$ cat src/rtl/flash_seq_pkg.sv
package flash_seq_pkg;

    typedef enum logic [3:0] {
        SQ_IDLE,
        SQ_PRG_ARM,
        SQ_PRG_LOAD,
        SQ_PRG_HV,
        SQ_PRG_DONE,
        SQ_ERS_ARM,
        SQ_ERS_LOCK,
        SQ_ERS_HV,
        SQ_ERS_DONE
    } seq_state_e;

    typedef enum logic [2:0] {
        AOP_NONE  = 3'd0,
        AOP_FILL  = 3'd1,
        AOP_PROG  = 3'd2,
        AOP_LOCK  = 3'd3,
        AOP_PLAIN = 3'd4
    } arr_op_e;

    typedef enum logic [1:0] {
        RT_NORMAL  = 2'd0,
        RT_PMARGIN = 2'd1,
        RT_EMARGIN = 2'd2
    } rd_type_e;

    localparam int CTL_RUN      = 0;
    localparam int CTL_HV       = 1;
    localparam int CTL_ERASE    = 2;
    localparam int CTL_MASK_LSB = 3;

    // Margin kind of an off-page read, given the sequence phase
    function automatic rd_type_e phase_rd_type(input seq_state_e s);
        rd_type_e t;
        unique case (s)
            SQ_PRG_LOAD, SQ_PRG_HV, SQ_PRG_DONE: t = RT_PMARGIN;
            SQ_ERS_LOCK, SQ_ERS_HV, SQ_ERS_DONE: t = RT_EMARGIN;
            default:                             t = RT_NORMAL;
        endcase
        return t;
    endfunction

endpackage

$ cat src/rtl/fsc_seq_fsm.sv
module fsc_seq_fsm
    import flash_seq_pkg::*;
#(
    parameter int ADDR_W = 17,
    parameter int DATA_W = 32,
    parameter int NBLK   = 8
) (
    input  logic              clk,
    input  logic              rst_n,
    input  logic              ctl_wr,
    input  logic              arr_wr,
    input  logic [ADDR_W-1:0] addr,
    input  logic [DATA_W-1:0] wdata,
    output logic              ses_o,
    output logic              ehv_o,
    output logic              erase_o,
    output logic [NBLK-1:0]   mask_o,
    output logic              err_o,
    output arr_op_e           op_o,
    output logic [ADDR_W-1:0] op_addr_o,
    output logic [DATA_W-1:0] op_data_o,
    output rd_type_e          rd_cls_o,
    output logic              flush_o
);

    seq_state_e        state_q, state_d;
    logic              erase_q, erase_d;
    logic [NBLK-1:0]   mask_q, mask_d;
    logic              err_q, err_d;
    arr_op_e           op_q, op_d;
    logic [ADDR_W-1:0] op_addr_q;
    logic [DATA_W-1:0] op_data_q, op_data_d;
    logic              flush_d;

    // Next-state and request decode
    always_comb begin
        state_d   = state_q;
        erase_d   = erase_q;
        mask_d    = mask_q;
        err_d     = err_q;
        op_d      = AOP_NONE;
        flush_d   = 1'b0;
        if (ctl_wr) begin
            if (state_q == SQ_IDLE) begin
                if (wdata[CTL_RUN]) begin
                    erase_d = wdata[CTL_ERASE];
                    mask_d  = wdata[CTL_MASK_LSB +: NBLK];
                    err_d   = 1'b0;
                    state_d = wdata[CTL_ERASE] ? SQ_ERS_ARM : SQ_PRG_ARM;
                    flush_d = 1'b1;
                end
            end else if (!wdata[CTL_RUN]) begin
                state_d = SQ_IDLE;
                flush_d = 1'b1;
            end else begin
                unique case (state_q)
                    SQ_PRG_LOAD: if (wdata[CTL_HV])  state_d = SQ_PRG_HV;
                    SQ_ERS_LOCK: if (wdata[CTL_HV])  state_d = SQ_ERS_HV;
                    SQ_PRG_HV:   if (!wdata[CTL_HV]) state_d = SQ_PRG_DONE;
                    SQ_ERS_HV:   if (!wdata[CTL_HV]) state_d = SQ_ERS_DONE;
                    default: ;
                endcase
            end
        end else if (arr_wr) begin
            unique case (state_q)
                SQ_IDLE: op_d = AOP_PLAIN;
                SQ_PRG_ARM, SQ_PRG_LOAD: begin
                    op_d    = AOP_PROG;
                    state_d = SQ_PRG_LOAD;
                    flush_d = 1'b1;
                end
                SQ_ERS_ARM: begin
                    op_d    = AOP_LOCK;
                    state_d = SQ_ERS_LOCK;
                    flush_d = 1'b1;
                end
                SQ_PRG_HV, SQ_ERS_HV: err_d = 1'b1;
                SQ_PRG_DONE, SQ_ERS_LOCK, SQ_ERS_DONE: ;
            endcase
        end
        op_data_d = (op_d == AOP_LOCK) ? '0 : wdata;
    end

    // State register
    always_ff @(posedge clk or negedge rst_n) begin
        if (!rst_n) begin
            state_q   <= SQ_IDLE;
            erase_q   <= 1'b0;
            mask_q    <= '0;
            err_q     <= 1'b0;
            op_q      <= AOP_NONE;
            op_addr_q <= '0;
            op_data_q <= '0;
        end else begin
            state_q   <= state_d;
            erase_q   <= erase_d;
            mask_q    <= mask_d;
            err_q     <= err_d;
            op_q      <= op_d;
            op_addr_q <= addr;
            op_data_q <= op_data_d;
        end
    end

    // Outputs
    always_comb begin
        ses_o     = (state_q != SQ_IDLE);
        ehv_o     = (state_q == SQ_PRG_HV) || (state_q == SQ_ERS_HV);
        erase_o   = erase_q;
        mask_o    = mask_q;
        err_o     = err_q;
        op_o      = op_q;
        op_addr_o = op_addr_q;
        op_data_o = op_data_q;
        rd_cls_o  = phase_rd_type(state_q);
        flush_o   = flush_d;
    end

    p_hv_inside_seq_r3: assert property (@(posedge clk) disable iff (!rst_n)
        $rose(ehv_o) |-> $past(ses_o));

    p_cfg_frozen_r2: assert property (@(posedge clk) disable iff (!rst_n)
        (ses_o && $past(ses_o)) |-> ($stable(erase_q) && $stable(mask_q)));

    p_lock_from_arm_r4: assert property (@(posedge clk) disable iff (!rst_n)
        (op_q == AOP_LOCK) |-> ($past(state_q) == SQ_ERS_ARM));

    p_no_load_in_hv_r6: assert property (@(posedge clk) disable iff (!rst_n)
        (op_q == AOP_PROG) |-> !$past(ehv_o));

    p_start_clears_err_r6: assert property (@(posedge clk) disable iff (!rst_n)
        $rose(ses_o) |-> !err_q);

endmodule

$ cat src/rtl/fsc_rd_path.sv
module fsc_rd_path
    import flash_seq_pkg::*;
#(
    parameter int ADDR_W    = 17,
    parameter int PAGE_BITS = 4
) (
    input  logic              clk,
    input  logic              rst_n,
    input  logic              rd_req,
    input  logic [ADDR_W-1:0] rd_addr,
    input  rd_type_e          rd_cls,
    input  logic              flush,
    output logic              ready_o,
    output logic              filling_o,
    output logic [ADDR_W-1:0] fill_addr_o,
    output logic              rd_valid_o,
    output rd_type_e          rd_type_o,
    output logic              rd_off_o
);

    localparam int TAG_W = ADDR_W - PAGE_BITS;

    typedef enum logic {RD_IDLE, RD_FILL} rd_state_e;

    rd_state_e         st_q;
    logic [TAG_W-1:0]  tag_q;
    logic              tag_vld_q;
    rd_type_e          pend_q;
    logic [ADDR_W-1:0] fill_addr_q;
    logic              rd_valid_q;
    rd_type_e          rd_type_q;
    logic              rd_off_q;
    logic              hit;

    assign hit = tag_vld_q && (rd_addr[ADDR_W-1:PAGE_BITS] == tag_q);

    always_ff @(posedge clk or negedge rst_n) begin
        if (!rst_n) begin
            st_q        <= RD_IDLE;
            tag_q       <= '0;
            tag_vld_q   <= 1'b0;
            pend_q      <= RT_NORMAL;
            fill_addr_q <= '0;
            rd_valid_q  <= 1'b0;
            rd_type_q   <= RT_NORMAL;
            rd_off_q    <= 1'b0;
        end else begin
            rd_valid_q <= 1'b0;
            unique case (st_q)
                RD_IDLE: begin
                    if (flush) tag_vld_q <= 1'b0;
                    if (rd_req) begin
                        if (hit) begin
                            rd_valid_q <= 1'b1;
                            rd_type_q  <= RT_NORMAL;
                            rd_off_q   <= 1'b0;
                        end else begin
                            st_q        <= RD_FILL;
                            pend_q      <= rd_cls;
                            fill_addr_q <= rd_addr;
                        end
                    end
                end
                RD_FILL: begin
                    st_q       <= RD_IDLE;
                    rd_valid_q <= 1'b1;
                    rd_type_q  <= pend_q;
                    rd_off_q   <= 1'b1;
                    tag_q      <= fill_addr_q[ADDR_W-1:PAGE_BITS];
                    tag_vld_q  <= 1'b1;
                end
            endcase
        end
    end

    always_comb begin
        ready_o     = (st_q == RD_IDLE);
        filling_o   = (st_q == RD_FILL);
        fill_addr_o = fill_addr_q;
        rd_valid_o  = rd_valid_q;
        rd_type_o   = rd_type_q;
        rd_off_o    = rd_off_q;
    end

    p_fill_two_clocks_r8: assert property (@(posedge clk) disable iff (!rst_n)
        (st_q == RD_FILL) |=> (st_q == RD_IDLE && rd_valid_q && rd_off_q));

    p_hit_is_normal_r9: assert property (@(posedge clk) disable iff (!rst_n)
        (rd_valid_q && !rd_off_q) |-> (rd_type_q == RT_NORMAL));

endmodule

$ cat src/rtl/flash_seq_ctrl.sv
module flash_seq_ctrl
    import flash_seq_pkg::*;
#(
    parameter int ADDR_W    = 17,
    parameter int DATA_W    = 32,
    parameter int BLK_SHIFT = 14,
    parameter int PAGE_BITS = 4,
    localparam int BLK_IDX_W = ADDR_W - BLK_SHIFT,
    localparam int NBLK      = 1 << BLK_IDX_W
) (
    input  logic                 clk,
    input  logic                 rst_n,
    input  logic                 bus_req,
    input  logic                 bus_we,
    input  logic                 bus_ctl,
    input  logic [ADDR_W-1:0]    bus_addr,
    input  logic [DATA_W-1:0]    bus_wdata,
    output logic                 bus_ready,
    output logic                 seq_active,
    output logic                 hv_on,
    output logic                 erase_sel,
    output logic [NBLK-1:0]      blk_sel,
    output logic                 wr_err,
    output logic [2:0]           arr_op,
    output logic [ADDR_W-1:0]    arr_addr,
    output logic [BLK_IDX_W-1:0] arr_blk,
    output logic [DATA_W-1:0]    arr_wdata,
    output logic                 rd_valid,
    output logic [1:0]           rd_type,
    output logic                 rd_offpage
);

    logic              acc, ctl_wr, arr_wr, arr_rd;
    logic              flush, filling;
    arr_op_e           fsm_op;
    logic [ADDR_W-1:0] fsm_addr, fill_addr;
    logic [DATA_W-1:0] fsm_data;
    rd_type_e          rd_cls, rd_type_e_w;

    assign acc    = bus_req && bus_ready;
    assign ctl_wr = acc && bus_we && bus_ctl;
    assign arr_wr = acc && bus_we && !bus_ctl;
    assign arr_rd = acc && !bus_we && !bus_ctl;

    fsc_seq_fsm #(
        .ADDR_W (ADDR_W),
        .DATA_W (DATA_W),
        .NBLK   (NBLK)
    ) u_seq (
        .clk       (clk),
        .rst_n     (rst_n),
        .ctl_wr    (ctl_wr),
        .arr_wr    (arr_wr),
        .addr      (bus_addr),
        .wdata     (bus_wdata),
        .ses_o     (seq_active),
        .ehv_o     (hv_on),
        .erase_o   (erase_sel),
        .mask_o    (blk_sel),
        .err_o     (wr_err),
        .op_o      (fsm_op),
        .op_addr_o (fsm_addr),
        .op_data_o (fsm_data),
        .rd_cls_o  (rd_cls),
        .flush_o   (flush)
    );

    fsc_rd_path #(
        .ADDR_W    (ADDR_W),
        .PAGE_BITS (PAGE_BITS)
    ) u_rd (
        .clk         (clk),
        .rst_n       (rst_n),
        .rd_req      (arr_rd),
        .rd_addr     (bus_addr),
        .rd_cls      (rd_cls),
        .flush       (flush),
        .ready_o     (bus_ready),
        .filling_o   (filling),
        .fill_addr_o (fill_addr),
        .rd_valid_o  (rd_valid),
        .rd_type_o   (rd_type_e_w),
        .rd_off_o    (rd_offpage)
    );

    always_comb begin
        arr_op    = filling ? AOP_FILL : fsm_op;
        arr_addr  = filling ? fill_addr : fsm_addr;
        arr_wdata = filling ? '0 : fsm_data;
        arr_blk   = arr_addr[ADDR_W-1:BLK_SHIFT];
        rd_type   = rd_type_e_w;
    end

    p_stall_no_write_op_r11: assert property (@(posedge clk) disable iff (!rst_n)
        (!bus_ready) |=> (fsm_op == AOP_NONE));

endmodule

$ cat config.mk
export PLATFORM = sky130hd
export DESIGN_NAME = flash_seq_ctrl
export DESIGN_NICKNAME = d
export VERILOG_FILES = /design/src/rtl/flash_seq_pkg.sv /design/src/rtl/fsc_seq_fsm.sv /design/src/rtl/fsc_rd_path.sv /design/src/rtl/flash_seq_ctrl.sv
export SDC_FILE = /design/constraint.sdc
export NUM_CORES = 1
export LEC_CHECK = 0
export BUFFER_PORTS_ARGS = -buffer_cell sky130_fd_sc_hd__buf_2
export CORE_ASPECT_RATIO = 1.25
export CORE_MARGIN = 10
export CORE_UTILIZATION = 48
export CTS_BUF_LIST = sky130_fd_sc_hd__clkbuf_4
export DETAILED_ROUTE_END_ITERATION = 12
export GPL_TIMING_DRIVEN = 0
export PLACE_DENSITY = 0.87
export SYNTH_ARGS = -nofsm -noshare
export SYNTH_HDL_FRONTEND = slang
export SYNTH_SLANG_ARGS = --single-unit
$ cat constraint.sdc
create_clock -name clk -period 1.7 [get_ports clk]
set_input_delay 0.17 -clock clk [delete_from_list [all_inputs] [get_ports clk]]
set_output_delay 0.17 -clock clk [all_outputs]
set_load 0.1 [all_outputs]
==> run metrics, run 1 <==
mean post-synth cell area=11.8 um^2; Skew-Pair Late Insertion Delay=0.45 ns; clk slew on worst S/H paths=0.17 ns; proportion of total power due to net switching=0.463; drt pass-1 iters=4; max-cap check violation count=0; WL/cell=25.7 um; DRC=0; FMAX=452 MHz; CTS max path bufs=2; H-tree depth=3; FFs w/ async S/R, synth=1.00; DP Worst Slack=-0.520 ns; failing checks=negative setup slack; number of buffers added on ports=124; Reg-to-Reg End=u_rd.fill_addr_o[14]; CTS Buf Count=9; layout cells sized above 1=0.545; largest net degree at the start of global routing=61; Post-synth EDFFs=0; Sequential Power Share=0.352; die area=13400 um^2; crit path max fanout=5; worst hold start=bus_addr[12]; Post-synth top flop=dfrtp_1; post-layout util=0.897; antenna violations before repair=2; Final setup viols=between 90 and 100; hold path depth=2; area leader, netlist=dfrtp_1; DR iter-0 viols=187; placed instance count=621; Rows=39; final number of max-transition violations=0; most frequent cell after synthesis=dfrtp_1; post-route ant nets=0; Die Ht=127 um; P_sw=around 0.0043 W; Die X=106 um; crit path launch type=register; P_int=slightly below 0.005 W; fin crit period=2.21 ns; top cells by area, synth=dfrtp_1, mux2_4, nor2b_1; Worst Path Required=2.06 ns; Hold Fails Final Rpt=0; Starting Density=0.487; Mapped Area=4400 um^2; r2r setup slk=-0.51 ns; Syn Inst Count=373; leakage=3.81 nW; worst vdd rail ir drop=1470 uV; power share of the combinational group=0.516; Post-Syn Nets=427; post-detail-place hpwl=8.37 mm; GP Congestion=~0.83; type of the worst min-delay path=in -> reg; top cell type's share of synthesized area=0.592; Worst Tran Pin Value=0.672 ns; worst relative slew slack=0.552; status=finished, violations left; Reg2Reg Launch Point=u_rd.tag_q[7]; # IOs=126; Crit Path Class=reg -> reg; clock root buffer master=clkbuf_4; clock network power share=0.133; critical path capture point type=register; FF+latch count, synth=104; GRT Util Overall=0.246; vias in the first global route=4455; PD cells=1140 nW/um^2; RSZ-0062 raised after global routing=yes; Hold Path Sink=u_rd.fill_addr_o[12]; vias per cell=5.33; CTS tree=yes; CTS sink cnt=104; Synth-to-Final Area Change=84.2%; Layout Nets=662; final wirelength=18.9 mm; period utilization=1.30; final cell count without fillers=738; Yosys cell types=43; Final WS setup=-0.511 ns; via count=just under 4000; skew final=between 0.015 and 0.02 ns; area of the core=about 9000 um^2; global-route wire length before repair=25.6 mm; Yosys warnings=0; worst-case reg-to-reg path depth=6; most frequent cells after synthesis=dfrtp_1, o21ai_0, nor2b_1, inv_1, and2_1; crit path DAT=2.57 ns; grt ovf=0; sequential cell area fraction in the yosys report=0.592
-- timing repair --
| action | CTS | global route |
|---|---|---|
| gates cloned | 0 | 6 |
| hold endpoints to repair | 116 | 4 |
| resized for setup | 281 | 64 |
| setup buffers | 16 | 31 |
| pin swaps | 12 | 22 |
| hold buffers | 47 | 2 |
| endpoints found under the setup margin | 123 | 126 |
-- critical path, stage by stage, from the launching register on --
cell       delay (ns)
dfrtp_1          0.46
xnor2_2          0.22
nand4_1          0.20
or4_4            0.56
nor2b_4          0.20
clkbuf_16        0.18
mux2_4           0.30
-- per-layer routing --
metal,track usage,part of all wire,up-vias
met5,0,0,-
met4,0.107,0.041,0
met3,0.0820,0.068,61
met2,0.449,0.56,196
met1,0.249,0.33,2004
li1,-,-,1674
-- worst max path at each step --
stage | from | to | cells past startpoint
after floorplan | u_seq.state_q[3] | u_seq.state_q[1] | 6
after CTS | u_rd.tag_q[7] | u_rd.fill_addr_o[13] | 6
after global routing | u_rd.tag_q[7] | u_rd.fill_addr_o[2] | 6
final | u_rd.tag_q[7] | u_rd.fill_addr_o[14] | 6
after detailed placement | u_rd.filling_o | arr_addr[3] | 4
after global placement | rst_n | u_seq.erase_o | 1
-- cells in the final DEF (no fill, tap or decap), types with 5 or more instances in the layout --
cell type      synthesis  final
and2_1                32     32
buf_12                 2     66
buf_2                  2     65
buf_4                  3     31
buf_6                  1     16
clkbuf_16              0      8
clkbuf_4               0     10
dfrtp_1              104    102
dlygate4sd3_1          0     49
inv_1                 33     30
mux2_2                13     12
mux2_4                18     19
nand2_1               22     13
nand2_2                0      7
nor2b_4                1     35
o21ai_0               35     14
o21ai_1                0      5
o21ai_4                0     13
xnor2_1               14      7
xnor2_2                0      7
-- cell families (layout without fill, tap and decap cells) --
kind of cell	Yosys count	after routing	synth area share
flops	104	104	0.592
other cells	0	2	0
simple gates	121	121	0.162
buf+inv	54	294	0.0583
xor+xnor	15	15	0.0299
compound gates	48	48	0.0631
mux	31	31	0.0947
-- final cells by class --
| class | instances | area [um^2] |
|---|---|---|
| diodes | 2 | 5.00 |
| plain buffers | 19 | 275 |
| clock buffers | 10 | 75.1 |
| clock inverters | 6 | 42.5 |
| fillers | 328 | 926 |
| inverters | 33 | 135 |
| multi-input cells | 215 | 2190 |
| flip-flops and latches | 104 | 2610 |
| well taps | 123 | 154 |
| repair buffers | 226 | 2620 |
-- power groups by stage --
stage,Clock [W],Sequential [W],Combinational (W)
2_1_floorplan,0,0.00415,0.00181
3_3_place_gp,0,0.00316,0.00331
3_5_place_dp,0,0.00320,0.00338
4_1_cts,0.00118,0.00317,0.00425
5_1_grt,0.00135,0.00327,0.00489
6_report,0.00123,0.00324,0.00475
-- state kept, by name, indices dropped and copies added, names as in the netlist, 2 cells and up --
signal,flops
u_seq.state_q,4
u_rd.rd_type_o,2
u_seq.op_addr_o,17
u_seq.op_data_o,32
u_seq.op_o,3
u_seq.mask_o,8
u_rd.fill_addr_o,17
u_rd.pend_q,2
u_rd.tag_q,13
-- through the flow --
| stage | hold WS (ns) | instance area, um^2 | total power (W) | setup TNS (ns) |
|---|---|---|---|---|
| after CTS | -0.164 | 7470 | 0.00860 | -14.39 |
| after global routing | 0.000402 | 8100 | 0.00952 | -29.67 |
| after floorplan | -0.126 | 4830 | 0.00595 | -7.17 |
| after global placement | 0.293 | 5610 | 0.00647 | -71.97 |
| final | 0.0323 | 8100 | 0.00922 | -25.06 |
| after detailed placement | 0.210 | 5640 | 0.00658 | -16.50 |
(Power assumes the default switching activity.)
==> inputs of run 2 (changes only) <==
HOLD_SLACK_MARGIN = 0.12   (was default)
==> run 2 against run 1 <==
  * The run still ends with negative setup slack left
  * Wire length shrank 0.25%
  * Hold slack gained 0.20 ns
  * Largest cell class unchanged
  * Highest routed layer unchanged
  * Critical endpoint is now u_rd.fill_addr_o[16]
  * Critical path type unchanged
  * Register-to-register slack gained 0.08 ns
  * First-iteration DRC count grew 40%
  * Combinational power is essentially flat
  * Sequential power is essentially flat
  * Final area shrank 1.8%
  * Via count shrank 0.38%
  * Flip-flop and latch count is the same
  * Critical path depth is the same
  * Setup slack gained 0.077 ns
==> run metrics, run 2 (synthesis gave the netlist of run 1 again) <==
met3 Use GR=0.0840 (+0.00201); global-route wire length before repair=25.8 mm (+0.73%); failing checks=negative setup slack; Worst Tran Pin Value=0.881 ns (+0.208 ns); Final WS setup=-0.434 ns (+0.0773 ns); Top delay family on crit path=simple AND/OR/NAND/NOR gates; WL/cell=25.9 um (+0.84%); global routing's busiest layer=met2; CTS sink cnt=104 (unchanged); post-route ant nets=0 (unchanged); worst relative slew slack=0.413 (-0.139); most frequent cells in the layout=dfrtp_1, buf_2, buf_12; CTS max path bufs=2 (unchanged); leading cell type in the layout, fill and taps excluded=dfrtp_1; via count=3920 (-0.38%); # IOs=126 (unchanged); fin crit period=2.13 ns (-0.0773 ns); area of the core=9030 um^2 (unchanged); number of buffers added on ports=124 (unchanged); die area=13400 um^2 (unchanged); grt ovf=0 (unchanged); largest net degree at the start of global routing=61 (unchanged); PD cells=1160 nW/um^2 (+2.3%); Crit Path Class=reg -> reg; clk slew on worst S/H paths=0.20 ns (+0.03 ns); WP buf/inv=1 (unchanged); Rows=39 (unchanged); Final setup viols=96 (+1.1%); DRC=0 (unchanged); GRT Util Overall=0.249 (+0.00322); GR met1 Demand/Resource=0.250 (+0.000395); worst hold slack=0.233 ns (+0.200 ns); CP Cell Sequence=xnor2_2 -> nand4_1 -> or4_4 -> nor2b_4 -> clkbuf_16 -> mux2_4; Hold Fails Final Rpt=0 (unchanged); Die Ht=127 um (unchanged); H-tree depth=3 (unchanged); vias in the first global route=4449 (-0.13%); GP Congestion=0.828 (unchanged); final number of max-transition violations=0 (unchanged); post-detail-place hpwl=8.37 mm (unchanged); drt pass-1 iters=4 (unchanged); max-cap check violation count=0 (unchanged); skew final=0.0323 ns (+0.0168 ns); crit-path max cell delay=0.57 ns (about the same); type of the worst min-delay path=in -> async; Starting Density=0.487 (unchanged); met2 Use GR=0.456 (+0.00697); Layout Nets=655 (-1.1%); CTS Buf Count=9 (unchanged); antenna violations before repair=1 (-1); FMAX=469 MHz (+3.6%); DP Worst Slack=-0.520 ns (unchanged); period utilization=1.26 (-0.0454); DR iter-0 viols=261 (+40%); crit path launch type=register; critical path capture point type=register; crit path DAT=2.50 ns (-0.07 ns); Synth-to-Final Area Change=80.9%; status=finished, violations left; worst vdd rail ir drop=1260 uV (-15%); max FFs per register=32 (unchanged); Skew-Pair Late Insertion Delay=0.48 ns (+0.03 ns); Die X=106 um (unchanged); vias per cell=5.37 (+0.71%); Worst Path Required=2.06 ns (about the same); CTS tree=yes; crit path max fanout=5 (unchanged); layout cells sized above 1=0.538 (-0.00691); Crit-path slowest cell=or4_4; final wirelength=18.9 mm (-0.25%); clock root buffer master=clkbuf_4; leakage=3.72 nW (-2.4%); RSZ-0062 raised after global routing=yes
run 2: changes by cell type in the layout (fill, tap and decap cells not counted), sizes merged:
cell and change:
buf -10, clkbuf -1, diode -1, dlygate4sd3 +3, nand3 +1
run 2: routing by layer:
| layer | wire [um] | part of all wire |
|---|---|---|
| met1 | 6390 | 0.34 |
| met2 | 10300 | 0.55 |
| met3 | 1190 | 0.063 |
| met4 | 975 | 0.052 |
| met5 | 0 | 0 |
run 2: worst register-to-register path: cells and delay by family, from the launching register on:
family,cells,cell delay [ns]
buffers and inverters,1,0.18
muxes,1,0.30
and+or+nand+nor,3,0.90
DFF,1,0.47
xor gates and xnor gates,1,0.19
run 2: layout make-up:
type | instances | area, um^2
tap | 123 | 154
buffer | 20 | 302
sequential | 104 | 2610
timing repair buffer | 217 | 2410
fill | 341 | 1070
multi-input combinational | 216 | 2230
clock buffer | 10 | 75.1
clock inverter | 6 | 42.5
antenna | 1 | 2.50
inverter | 33 | 135
run 2: worst paths after layout:
path | start | end | slack (ns) | depth (start not counted)
min in group clk | bus_addr[1] | u_seq.op_addr_o[1] | 0.35 | 2
hold / removal | rst_n | u_seq.op_data_o[24] | 0.23 | 2
max in group asynchronous | rst_n | u_seq.state_q[2] | 0.71 | 3
setup reg to reg | u_rd.tag_q[9] | u_rd.fill_addr_o[16] | -0.43 | 6
hold reg to reg | u_rd.fill_addr_o[9] | u_rd.fill_addr_o[9] | 0.53 | 1
setup / recovery | u_rd.tag_q[9] | u_rd.fill_addr_o[16] | -0.43 | 6
run 2: through the flow:
step                       util  cell area [um^2]  setup TNS (ns)  std cells  total power (W)
after floorplan               -              4830           -7.17        373          0.00595
after global placement    0.621              5610          -71.97        620          0.00647
after detailed placement  0.625              5640          -16.50        621          0.00658
after CTS                 0.832              7510          -14.39        704          0.00860
after global routing      0.882              7960          -28.42        730          0.00956
final                     0.882              7960          -20.66        730          0.00927
run 2: timing repair:
action                                  CTS  global route
gates resized for setup                 281            55
endpoints found under the setup margin  123           126
buffers inserted                         16            24
pin swaps                                12            18
hold buffers                             51             1
gates cloned                              0             3
hold endpoints to repair                121             2
run 2: report_power, final:
group,switching [W],internal (W),total (W)
combinational,0.00306,0.00170,0.00476
sequential,0.000357,0.00290,0.00325
clock,0.000931,0.000328,0.00126
total,0.00435,0.00492,0.00927
==> inputs of run 3 (changes only) <==
--- a/config.mk
+++ b/config.mk
@@ -9,10 +9,11 @@
 export CORE_ASPECT_RATIO = 1.25
 export CORE_MARGIN = 10
-export CORE_UTILIZATION = 48
+export CORE_UTILIZATION = 40
 export CTS_BUF_LIST = sky130_fd_sc_hd__clkbuf_4
 export DETAILED_ROUTE_END_ITERATION = 12
 export GPL_TIMING_DRIVEN = 0
 export HOLD_SLACK_MARGIN = 0.12
-export PLACE_DENSITY = 0.87
+export MAX_ROUTING_LAYER = met4
+export PLACE_DENSITY = 0.76
 export SYNTH_ARGS = -nofsm -noshare
 export SYNTH_HDL_FRONTEND = slang
==> constraint.sdc (replaced) <==
create_clock -name clk -period 1.7 [get_ports clk]
set_input_delay 0.17 -clock clk [delete_from_list [all_inputs] [get_ports clk]]
set_output_delay 0.17 -clock clk [all_outputs]
set_load 0.01 [all_outputs]
==> run 3 against run 2 <==
  * The run still ends with negative setup slack left
  * Non-clock buffer count increased by 1
  * Core utilization shrank 23 points
  * Total power fell by 29%
  * Setup slack better by 0.077 ns
  * Clock-buffer cell count fell by 1
  * First-iteration DRC count down 42%
  * Final area fell by 12%
  * Global-route usage decreased by 7.6 points
  * Combinational power is 54% lower
  * Critical path type unchanged
  * Largest power group is now registers
==> run metrics, run 3 (synthesis gave the netlist of run 1 again) <==
failing checks=negative setup slack; DRC=0 (unchanged); worst hold start=bus_req; CTS tree=yes; layout cells sized above 1=0.491 (-0.0470); CTS sink cnt=104 (unchanged); DP Worst Slack=-0.473 ns (+0.0475 ns); crit path max fanout=10 (+5); number of buffers added on ports=124 (unchanged); setup TNS=-12.78 ns (+7.87 ns); Die X=114 um (+7.7%); final cell count without fillers=739 (+1.2%); number of antenna diodes=0 (-1); Die Ht=137 um (+8.0%); Reg2Reg Launch Point=u_rd.tag_q[9]; skew final=0.0163 ns (-0.0160 ns); clock root buffer master=clkbuf_4; hold path depth=3; register area=2600 um^2 (about the same); met3 Use GR=0.0618 (-0.0222); worst-case reg-to-reg path depth=6 (unchanged); worst relative slew slack=0.473 (+0.0603); leading cell type in the layout, fill and taps excluded=dfrtp_1; Final setup viols=89 (-7.3%); type of the worst min-delay path=in -> reg; crit path launch type=register; WL/cell=19.0 um (-27%); Worst Path Required=2.05 ns (about the same); DR iter-0 viols=151 (-42%); Crit Path Class=reg -> reg; die area=15600 um^2 (+16%); CTS Buf Count=9 (unchanged); vias per cell=4.86 (-9.5%); global-route wire length before repair=20.9 mm (-19%); Multi-input gate area=1950 um^2 (-13%); Hold Fails Final Rpt=0 (unchanged); GP Congestion=0.780 (-5.7%); Skew-Pair Late Insertion Delay=0.46 ns (-0.02 ns); clk slew on worst S/H paths=0.16 ns (-0.04 ns); period utilization=1.21 (-0.0455); leakage=3.42 nW (-8.2%); final wirelength=14.1 mm (-26%); Fill cells=751 (+120%); fin crit period=2.06 ns (-0.0773 ns); final number of max-transition violations=0 (unchanged); dpl cell area=5220 um^2 (-7.5%); area of the core=10700 um^2 (+18%); Layout Nets=656 (+0.15%); PD cells=942 nW/um^2 (-19%); largest net degree at the start of global routing=63 (+3.3%); # IOs=126 (unchanged); design area=6970 um^2 (-12%); placed instance count=630 (+1.4%); max FFs per register=32 (unchanged); CTS max path bufs=2 (unchanged); critical path capture point type=register; r2r setup slk=-0.36 ns (+0.08 ns); worst vdd rail ir drop=599 uV (-52%); global routing's busiest layer=met2; most frequent cells in the layout=dfrtp_1, buf_2, dlygate4sd3_1; FMAX=486 MHz (+3.8%); RSZ-0062 raised after global routing=yes; via count=3591 (-8.4%); Final WS setup=-0.356 ns (+0.0773 ns); Worst Tran Pin Value=0.790 ns (-0.0904 ns); Synth-to-Final Area Change=58.4%; GRT Util Overall=0.173 (-0.0759); Worst Setup SP=u_rd.tag_q[9]; post-layout util=0.653 (-0.228); post-detail-place hpwl=8.30 mm (-0.81%); vias in the first global route=3933 (-12%); GR met1 Demand/Resource=0.191 (-0.0583); met2 Use GR=0.290 (-0.166); status=finished, violations left; crit path DAT=2.41 ns (-0.09 ns); drt pass-1 iters=4 (unchanged); H-tree depth=3 (unchanged); max-cap check violation count=0 (unchanged); Starting Density=0.412 (-0.0749); antenna violations before repair=0 (-1); grt ovf=0 (unchanged); Rows=42 (+7.7%); post-route ant nets=0 (unchanged)
## run 3: cell count changes in the layout (fill, tap and decap cells not counted), moves of 5 or more
cell     before  now
buf_12       58    4
buf_6        21   44
nand2_1      14    9
o21ai_2       4   10
nor2b_4      35   11
o21ai_4      13    2
o21ai_0      14   20
nand2_4       2   10
buf_2        65  100
nor2b_1       0   23
## run 3: critical path: stages (launching register included)
cell	delay (ns)
dfrtp_1	0.44
xnor2_2	0.16
nand4_1	0.16
or4_4	0.56
nor2b_4	0.16
buf_12	0.15
mux2_4	0.32
## run 3: layer usage
layer | share of wire | vias up
met1 | 0.38 | 1755
met3 | 0.083 | 29
met4 | 0.025 | 0
li1 | - | 1666
met5 | 0 | -
met2 | 0.51 | 141
## run 3: final timing paths
kind / end
worst max-delay path: u_rd.fill_addr_o[2]
min in group asynchronous: u_rd.fill_addr_o[8]
worst min register to register: u_rd.rd_type_o[0]
max in group asynchronous: u_seq.op_data_o[20]
worst min-delay path: u_seq.op_o[2]
worst max register to register: u_rd.fill_addr_o[2]
## run 3: timing repair
| item | in CTS | in global routing |
|---|---|---|
| cloned | 3 | 4 |
| setup buffers | 21 | 19 |
| setup endpoints to repair | 133 | 127 |
| pin swaps | 12 | 13 |
| hold buffers | 50 | 1 |
| hold endpoints to repair | 137 | 3 |
| resized for setup | 129 | 76 |
## run 3: report_power, final
group	switching [W]	internal, W
clock	0.000868	0.000315
sequential	0.000322	0.00290
combinational	0.000984	0.00118
## run 3: cell type report
type                       count  area share
timing repair buffer         219       0.249
tap                          132      0.0237
buffer                        19      0.0391
clock inverter                 7     0.00754
sequential                   104       0.374
multi-input combinational    216       0.279
clock buffer                   9     0.00969
inverter                      33      0.0181
## run 3: per-stage QoR
stage / hold WS, ns / power (W)
after detailed placement: 0.297 / 0.00468
after global placement: 0.294 / 0.00460
after global routing: 0.0671 / 0.00692
final: 0.0882 / 0.00657
after floorplan: -0.126 / 0.00407
after CTS: -0.180 / 0.00630
